$ cat src/rtl/wtm_pkg.sv
package wtm_pkg;

    typedef enum logic [1:0] {
        SL_IDLE  = 2'd0,
        SL_WAIT  = 2'd1,
        SL_RESET = 2'd2,
        SL_SET   = 2'd3
    } slot_state_e;

    function automatic int max_i(input int a, input int b);
        return (a > b) ? a : b;
    endfunction

endpackage

$ cat src/rtl/wtm_slot.sv
module wtm_slot
    import wtm_pkg::*;
#(
    parameter int CW        = 10,
    parameter int TKW       = 10,
    parameter int MAX_ITER  = 4,
    parameter int RESET_CYC = 500,
    parameter int SET_CYC   = 1000
) (
    input  logic                   clk,
    input  logic                   rst_n,
    input  logic                   load,
    input  logic                   ld_split,
    input  logic [CW-1:0]          ld_reset,
    input  logic [MAX_ITER*CW-1:0] ld_set,
    input  logic                   grant,
    input  logic [TKW-1:0]         grant_amt,
    output logic                   idle,
    output logic                   waiting,
    output logic                   split_ph,
    output logic [CW-1:0]          demand,
    output logic [TKW-1:0]         held,
    output logic [TKW-1:0]         release_amt,
    output logic                   done
);
    localparam int DW  = max_i(CW, TKW);
    localparam int IW  = $clog2(MAX_ITER + 1);
    localparam int TMW = $clog2(max_i(RESET_CYC, SET_CYC) + 1);

    slot_state_e                  st_q, st_n;
    logic [TKW-1:0]               held_q, held_n;
    logic [CW-1:0]                rleft_q, rleft_n;
    logic                         rph_q, rph_n;
    logic                         split_q;
    logic [IW-1:0]                it_q, it_n;
    logic [TMW-1:0]               tm_q, tm_n;
    logic [MAX_ITER-1:0][CW-1:0]  set_q;

    logic [DW-1:0] rl_after, d_after, held_ext;
    logic          rph_after;
    logic [IW-1:0] it_after;

    function automatic logic [CW-1:0] sel_set(input logic [IW-1:0] idx);
        logic [CW-1:0] r;
        r = '0;
        for (int k = 0; k < MAX_ITER; k++) begin
            if (idx == IW'(k)) r = set_q[k];
        end
        return r;
    endfunction

    // state register
    always_ff @(posedge clk) begin
        if (!rst_n) begin
            st_q    <= SL_IDLE;
            held_q  <= '0;
            rleft_q <= '0;
            rph_q   <= 1'b0;
            split_q <= 1'b0;
            it_q    <= '0;
            tm_q    <= '0;
            set_q   <= '0;
        end else begin
            st_q    <= st_n;
            held_q  <= held_n;
            rleft_q <= rleft_n;
            rph_q   <= rph_n;
            it_q    <= it_n;
            tm_q    <= tm_n;
            if (load && st_q == SL_IDLE) begin
                split_q <= ld_split;
                for (int k = 0; k < MAX_ITER; k++) begin
                    set_q[k] <= ld_set[k*CW +: CW];
                end
            end
        end
    end

    // what the slot needs once the running step ends
    always_comb begin
        held_ext  = DW'(held_q);
        rl_after  = (st_q == SL_RESET) ? (DW'(rleft_q) - held_ext) : DW'(rleft_q);
        rph_after = (st_q == SL_RESET) && (rl_after != '0);
        it_after  = (st_q == SL_SET) ? (it_q + IW'(1)) : it_q;
        if (rph_after)
            d_after = rl_after;
        else if (it_after == IW'(MAX_ITER))
            d_after = '0;
        else
            d_after = DW'(sel_set(it_after));
    end

    // next state and outputs
    always_comb begin
        st_n        = st_q;
        held_n      = held_q;
        rleft_n     = rleft_q;
        rph_n       = rph_q;
        it_n        = it_q;
        tm_n        = tm_q;
        release_amt = '0;
        done        = 1'b0;
        unique case (st_q)
            SL_IDLE: begin
                if (load) begin
                    st_n    = SL_WAIT;
                    rleft_n = ld_reset;
                    rph_n   = 1'b1;
                    it_n    = '0;
                    held_n  = '0;
                end
            end
            SL_WAIT: begin
                if (grant) begin
                    held_n = grant_amt;
                    st_n   = rph_q ? SL_RESET : SL_SET;
                    tm_n   = rph_q ? TMW'(RESET_CYC - 1) : TMW'(SET_CYC - 1);
                end
            end
            SL_RESET, SL_SET: begin
                if (tm_q != '0) begin
                    tm_n = tm_q - TMW'(1);
                end else begin
                    rleft_n = CW'(rl_after);
                    rph_n   = rph_after;
                    it_n    = it_after;
                    if (d_after == '0) begin
                        release_amt = held_q;
                        held_n      = '0;
                        done        = 1'b1;
                        st_n        = SL_IDLE;
                    end else if (d_after <= held_ext) begin
                        release_amt = held_q - TKW'(d_after);
                        held_n      = TKW'(d_after);
                        st_n        = rph_after ? SL_RESET : SL_SET;
                        tm_n        = rph_after ? TMW'(RESET_CYC - 1) : TMW'(SET_CYC - 1);
                    end else begin
                        release_amt = held_q;
                        held_n      = '0;
                        st_n        = SL_WAIT;
                    end
                end
            end
        endcase
    end

    assign idle     = (st_q == SL_IDLE);
    assign waiting  = (st_q == SL_WAIT);
    assign split_ph = split_q && rph_q;
    assign demand   = rph_q ? rleft_q : sel_set(it_q);
    assign held     = held_q;

endmodule

$ cat src/rtl/wtm_arbiter.sv
module wtm_arbiter
    import wtm_pkg::*;
#(
    parameter int NS  = 4,
    parameter int CW  = 10,
    parameter int TKW = 10,
    parameter int SW  = 2
) (
    input  logic              clk,
    input  logic              rst_n,
    input  logic [NS-1:0]     load_vec,
    input  logic [NS-1:0]     waiting,
    input  logic [NS-1:0]     split_ph,
    input  logic [NS*CW-1:0]  demand_flat,
    input  logic [TKW-1:0]    free,
    output logic [NS-1:0]     grant_vec,
    output logic              grant_valid,
    output logic [SW-1:0]     grant_slot,
    output logic [TKW-1:0]    grant_amt
);
    localparam int DW = max_i(CW, TKW);

    // older_q[i][j] set: slot i was accepted before slot j
    logic [NS-1:0][NS-1:0] older_q;

    always_ff @(posedge clk) begin
        if (!rst_n) begin
            older_q <= '0;
        end else begin
            for (int k = 0; k < NS; k++) begin
                if (load_vec[k]) begin
                    for (int j = 0; j < NS; j++) begin
                        if (j != k) begin
                            older_q[k][j] <= 1'b0;
                            older_q[j][k] <= 1'b1;
                        end
                    end
                end
            end
        end
    end

    logic          found;
    int            head;
    logic          is_oldest;
    logic          fits;
    logic [DW-1:0] dem, fr;

    always_comb begin
        found = 1'b0;
        head  = 0;
        for (int i = 0; i < NS; i++) begin
            is_oldest = waiting[i];
            for (int j = 0; j < NS; j++) begin
                if (j != i && waiting[j] && !older_q[i][j]) is_oldest = 1'b0;
            end
            if (is_oldest && !found) begin
                found = 1'b1;
                head  = i;
            end
        end
        dem = DW'(demand_flat[head*CW +: CW]);
        fr  = DW'(free);
        if (split_ph[head]) begin
            fits      = (dem == '0) || (fr != '0);
            grant_amt = (dem < fr) ? TKW'(dem) : free;
        end else begin
            fits      = (dem <= fr);
            grant_amt = TKW'(dem);
        end
        grant_valid = found && fits;
        grant_slot  = SW'(head);
        grant_vec   = '0;
        if (grant_valid) grant_vec[head] = 1'b1;
    end

endmodule

$ cat src/rtl/wtm_pool.sv
module wtm_pool #(
    parameter int NS   = 4,
    parameter int TKW  = 10,
    parameter int POOL = 560
) (
    input  logic              clk,
    input  logic              rst_n,
    input  logic [NS*TKW-1:0] release_flat,
    input  logic              grant_valid,
    input  logic [TKW-1:0]    grant_amt,
    output logic [TKW-1:0]    free
);
    localparam int SUMW = TKW + $clog2(NS + 1) + 1;

    logic [TKW-1:0]  free_q;
    logic [SUMW-1:0] rel_sum, nxt;

    always_comb begin
        rel_sum = '0;
        for (int i = 0; i < NS; i++) begin
            rel_sum = rel_sum + SUMW'(release_flat[i*TKW +: TKW]);
        end
        nxt = SUMW'(free_q) + rel_sum - (grant_valid ? SUMW'(grant_amt) : '0);
    end

    always_ff @(posedge clk) begin
        if (!rst_n)
            free_q <= TKW'(POOL);
        else if (nxt > SUMW'(POOL))
            free_q <= TKW'(POOL);
        else
            free_q <= TKW'(nxt);
    end

    assign free = free_q;

endmodule

$ cat src/rtl/wtm_token_mgr.sv
module wtm_token_mgr #(
    parameter int NS        = 4,
    parameter int POOL      = 560,
    parameter int MAX_ITER  = 4,
    parameter int MAX_CELLS = 1023,
    parameter int RESET_CYC = 500,
    parameter int SET_CYC   = 1000,
    localparam int CW  = $clog2(MAX_CELLS + 1),
    localparam int TKW = $clog2(POOL + 1),
    localparam int SW  = (NS > 1) ? $clog2(NS) : 1
) (
    input  logic                   clk,
    input  logic                   rst_n,
    input  logic                   req_valid,
    input  logic                   req_split,
    input  logic [CW-1:0]          req_reset_cells,
    input  logic [MAX_ITER*CW-1:0] req_set_cells,
    output logic                   req_ready,
    output logic                   req_err,
    output logic                   grant_valid,
    output logic [SW-1:0]          grant_slot,
    output logic [TKW-1:0]         grant_tokens,
    output logic [NS-1:0]          done_vec,
    output logic [NS*TKW-1:0]      held_flat,
    output logic [TKW-1:0]         free_tokens
);
    logic [NS-1:0]     idle_vec, wait_vec, split_vec, grant_vec, load_vec;
    logic [NS*CW-1:0]  demand_flat;
    logic [NS*TKW-1:0] release_flat;
    logic              too_big;
    int                pick;

    always_comb begin
        too_big = !req_split && (int'(req_reset_cells) > POOL);
        for (int k = 0; k < MAX_ITER; k++) begin
            if (int'(req_set_cells[k*CW +: CW]) > POOL) too_big = 1'b1;
        end
        pick = 0;
        for (int i = NS - 1; i >= 0; i--) begin
            if (idle_vec[i]) pick = i;
        end
        req_ready = |idle_vec;
        req_err   = req_valid && req_ready && too_big;
        load_vec  = '0;
        if (req_valid && req_ready && !too_big) load_vec[pick] = 1'b1;
    end

    for (genvar g = 0; g < NS; g++) begin : g_slot
        wtm_slot #(
            .CW(CW), .TKW(TKW), .MAX_ITER(MAX_ITER),
            .RESET_CYC(RESET_CYC), .SET_CYC(SET_CYC)
        ) u_slot (
            .clk        (clk),
            .rst_n      (rst_n),
            .load       (load_vec[g]),
            .ld_split   (req_split),
            .ld_reset   (req_reset_cells),
            .ld_set     (req_set_cells),
            .grant      (grant_vec[g]),
            .grant_amt  (grant_tokens),
            .idle       (idle_vec[g]),
            .waiting    (wait_vec[g]),
            .split_ph   (split_vec[g]),
            .demand     (demand_flat[g*CW +: CW]),
            .held       (held_flat[g*TKW +: TKW]),
            .release_amt(release_flat[g*TKW +: TKW]),
            .done       (done_vec[g])
        );
    end

    wtm_arbiter #(.NS(NS), .CW(CW), .TKW(TKW), .SW(SW)) u_arb (
        .clk        (clk),
        .rst_n      (rst_n),
        .load_vec   (load_vec),
        .waiting    (wait_vec),
        .split_ph   (split_vec),
        .demand_flat(demand_flat),
        .free       (free_tokens),
        .grant_vec  (grant_vec),
        .grant_valid(grant_valid),
        .grant_slot (grant_slot),
        .grant_amt  (grant_tokens)
    );

    wtm_pool #(.NS(NS), .TKW(TKW), .POOL(POOL)) u_pool (
        .clk         (clk),
        .rst_n       (rst_n),
        .release_flat(release_flat),
        .grant_valid (grant_valid),
        .grant_amt   (grant_tokens),
        .free        (free_tokens)
    );

endmodule

$ cat config.mk
export PLATFORM = sky130hd
export DESIGN_NAME = wtm_token_mgr
export DESIGN_NICKNAME = d
export VERILOG_FILES = /design/src/rtl/wtm_pkg.sv /design/src/rtl/wtm_slot.sv /design/src/rtl/wtm_arbiter.sv /design/src/rtl/wtm_pool.sv /design/src/rtl/wtm_token_mgr.sv
export SDC_FILE = /design/constraint.sdc
export NUM_CORES = 1
export LEC_CHECK = 0
export CAP_MARGIN = 20
export CELL_PAD_IN_SITES_DETAIL_PLACEMENT = 1
export CELL_PAD_IN_SITES_GLOBAL_PLACEMENT = 1
export CORE_ASPECT_RATIO = 1.2
export CORE_MARGIN = 5
export CORE_UTILIZATION = 45
export DETAILED_ROUTE_END_ITERATION = 8
export PLACE_DENSITY_LB_ADDON = 0.1
export SLEW_MARGIN = 20
export SYNTH_ARGS = -nofsm -noshare
export SYNTH_HDL_FRONTEND = slang
export SYNTH_SLANG_ARGS = --single-unit
$ cat constraint.sdc
create_clock -name clk -period 11.2 [get_ports clk]
set_input_delay 2.24 -clock clk [delete_from_list [all_inputs] [get_ports clk]]
set_output_delay 2.24 -clock clk [all_outputs]
set_load 0.1 [all_outputs]
==> out/metrics.yaml <==
route:
  final_antenna_net_count: 0
  vias: 26100
  drt-initial-drc-count: 2089
  remaining_drc_errors: 0
  wl_per_cell_um: 27.5
  wl_mm: 112
  viasPerCell: 6.42
  drtPass1Iterations: 6
run_status:
  status: "complete, no violations"
floorplanning:
  design.die.area_um2: 60900
  chipHeight_um: 269
  start_util_pct: 45.3
  ios: 123
  row_count: 95
  fp.dieW_um: 226
  coreArea_um2: 55700
clock_network:
  hold_buffers: 0
  cts_buffer_depth: 3
  cts_max_level: 2
  postCtsSetupBuffers: 0
  cts_made_buffers: 40
  cts-root-buf: "clkbuf_16"
  clkSinkCount: 330
  clk_latency_ps: 620
  path_clk_slew_ps: 70
  cts_tree: "done"
finish:
  fill_cells: 6828
  fin_nets: 3542
  final_area_um2: 28700
  ff_latch_area_um2: 6610
  synthToLayoutAreaGrowth_pct: 13.6
  multi_input_area_um2: 17200
  drive_gt1_share_pct: 7.66
  diodes: 0
worst_hold_path:
  hold_class: "reg -> reg"
timing:
  final.period_utilization_pct: 95.8
  slew_headroom_pct: 27.2
  setup_viol: 0
  fmax_ghz: 0.0932
  finalCriticalPeriod_ps: 10730
  final_max_slew_viol_count: 0
  fin_skew_ps: 44.6
  tightest_slew_ps: 1090
  rsz0062_at_grt: "true"
  hold_viol_final: 0
logic_synthesis:
  synth_cells: 3276
  avgSynthCellArea_um2: 7.70
  synthArstFlopShare_pct: 0
  synth_top_cell_by_area: "dfxtp_1"
  ys_seq_area_share_pct: 26.2
  synthTopCellsByArea: "dfxtp_1, nand2_1, ha_1"
  synthDistinctLibCells: 109
  synth_edf_count: 0
  post_synth_instance_area_um2: 25200
  yosysWarnings: 0
  syn_nets: 3508
  synth_ff_type: "dfxtp_1"
  synth_top_area_share_pct: 26.2
  synth_seq_cells: 330
pwr:
  p_leak_nw: 11.2
  power.density_nw_per_um2: 170
  p_total_mw: 4.87
  irDropWorstVdd_mv: 0.210
critical_path:
  cp.required_ps: 11660
  worst-setup-path-type: "reg -> reg"
  worstSetupEndpointType: "flip-flop"
  path_delay_family: "compound AO/OA/AOI/OAI gates"
  path_buf_inv: 2
  arrival_ps: 11190
  crit_slowest_cell: "fa_1"
  cpPeakStageDelay_ps: 560
  cp_common_cell: "a21oi_1"
  path_max_fanout: 17
  setup.worst_path.start_class: "flip-flop"
grt:
  grt_pass1_vias: 26400
  overflow: 0
  antenna_found_initial: 1
  grt_max_degree: 200
  grt_first_pass_wirelength_mm: 167
  track_usage_pct: 35.3
place:
  place_area_um2: 27100
  dp_hpwl_mm: 85.9
  io_buffers: 122
  routabilityCongestion: 0.966
flow_run:
  max_cap_violations: 0
==> cells in the mapped netlist (14+ instances only) <==
| cell | instances |
|---|---|
| nor2b_1 | 49 |
| mux2_2 | 22 |
| a21oi_1 | 338 |
| a221o_1 | 20 |
| nand2_1 | 478 |
| o211ai_1 | 29 |
| ha_1 | 140 |
| buf_2 | 29 |
| clkbuf_1 | 139 |
| nand2b_1 | 62 |
| a22oi_1 | 16 |
| o22a_1 | 29 |
| xor2_1 | 17 |
| dfxtp_1 | 330 |
| nand3b_1 | 18 |
| a22o_1 | 15 |
| inv_1 | 200 |
| nor2_1 | 236 |
| nand3_1 | 45 |
| a31oi_1 | 42 |
| o21a_1 | 20 |
| o22ai_1 | 28 |
| and3_1 | 14 |
| buf_1 | 19 |
| fa_1 | 38 |
| a221oi_1 | 23 |
| or3_1 | 34 |
| o21ai_0 | 147 |
| nor3_1 | 46 |
| xnor2_1 | 54 |
| nor4_1 | 21 |
| a211o_1 | 17 |
| nand4_1 | 25 |
| and2_1 | 20 |
| mux2i_1 | 163 |
| a211oi_1 | 30 |
| o221ai_1 | 17 |
| o31ai_1 | 20 |
| a21o_1 | 39 |
==> worst min-delay path, delay by kind of cell, from the launching register on <==
kind            cells  cell delay (ps)
compound gates      1               50
flops               1              310
simple gates        1               50
==> layer usage <==
layer	vias to the layer above	GRT usage (%)	wire, um
li1	11800	-	-
met2	1010	55.7	50300
met4	2	17.4	7040
met1	13000	46.8	47300
met5	-	0	13
met3	278	5.67	7050
==> what timing repair did <==
| action | CTS | global route |
|---|---|---|
| resized for setup | 1 | 31 |
| pin swaps | 0 | 1 |
| gates cloned | 0 | 0 |
| endpoints found under the setup margin | 1 | 10 |
==> logic make-up (layout without fill, tap and decap cells) <==
| group | after synthesis | after routing | share of synthesized area, % |
|---|---|---|---|
| compound gates | 977 | 977 | 25.9 |
| xor+xnor | 73 | 73 | 2.65 |
| fa+ha+maj | 178 | 178 | 9.96 |
| buf+inv | 406 | 472 | 6.45 |
| flops | 330 | 330 | 26.2 |
| mux | 186 | 186 | 7.49 |
| simple gates | 1126 | 1126 | 21.4 |
==> layout make-up <==
class,instances,share of cell area [%]
multi-input cells,2540,60.0
inverters,203,2.68
flip-flops and latches,330,23.0
clock buffers,53,4.05
clock inverters,21,0.903
well taps,727,3.17
repair buffers,195,6.20
==> path summary, 6_finish.rpt <==
kind / slack (ps) / cells after the start / startpoint / endpoint
setup / recovery: 470 / 38 / g_slot[1].u_slot.rleft_q[4] / u_pool.free[9]
hold / removal: 460 / 2 / u_arb.older_q[2] / u_arb.older_q[2]
setup reg to reg: 470 / 38 / g_slot[1].u_slot.rleft_q[4] / u_pool.free[9]
hold reg to reg: 460 / 2 / u_arb.older_q[2] / u_arb.older_q[2]
==> power by group <==
part           switching [mW]  internal (mW)
logic                    1.37          0.749
registers              0.0949           1.24
clock network           0.602          0.809
total                    2.07           2.80
==> through the flow <==
step	TNS [ps]	worst slack (ps)	util (%)	hold slack [ps]	std cells
floorplan	0	202	-	433	3276
global placement	0	75.6	48.6	442	3995
detailed placement	-15.5	-15.5	48.6	445	3995
CTS	0	5.19	51.2	455	4069
global route	-68.9	-68.3	51.4	466	4069
finish	0	470	51.4	460	4069
==> sequential cells by signal (all words and copies together), names as in the netlist <==
register,count
g_slot.u_slot.rleft_q,40
g_slot.u_slot.held,40
u_pool.free,10
g_slot.u_slot.st_q,8
g_slot.u_slot.tm_q,40
g_slot.u_slot.split_q,4
u_arb.older_q,12
g_slot.u_slot.rph_q,4
g_slot.u_slot.it_q,12
g_slot.u_slot.set_q,160
==> cell usage in the layout, fill, tap and decap left out, types with 43 or more instances in the layout <==
| cell | n |
|---|---|
| nand2_1 | 478 |
| a21oi_1 | 335 |
| dfxtp_1 | 329 |
| nor2_1 | 236 |
| inv_1 | 200 |
| mux2i_1 | 162 |
| o21ai_0 | 144 |
| ha_1 | 140 |
| clkdlybuf4s50_1 | 121 |
| buf_4 | 72 |
| nand2b_1 | 62 |
| xnor2_1 | 50 |
| nor2b_1 | 48 |
| nand3_1 | 45 |
| nor3_1 | 43 |
(Power assumes the default switching activity.)
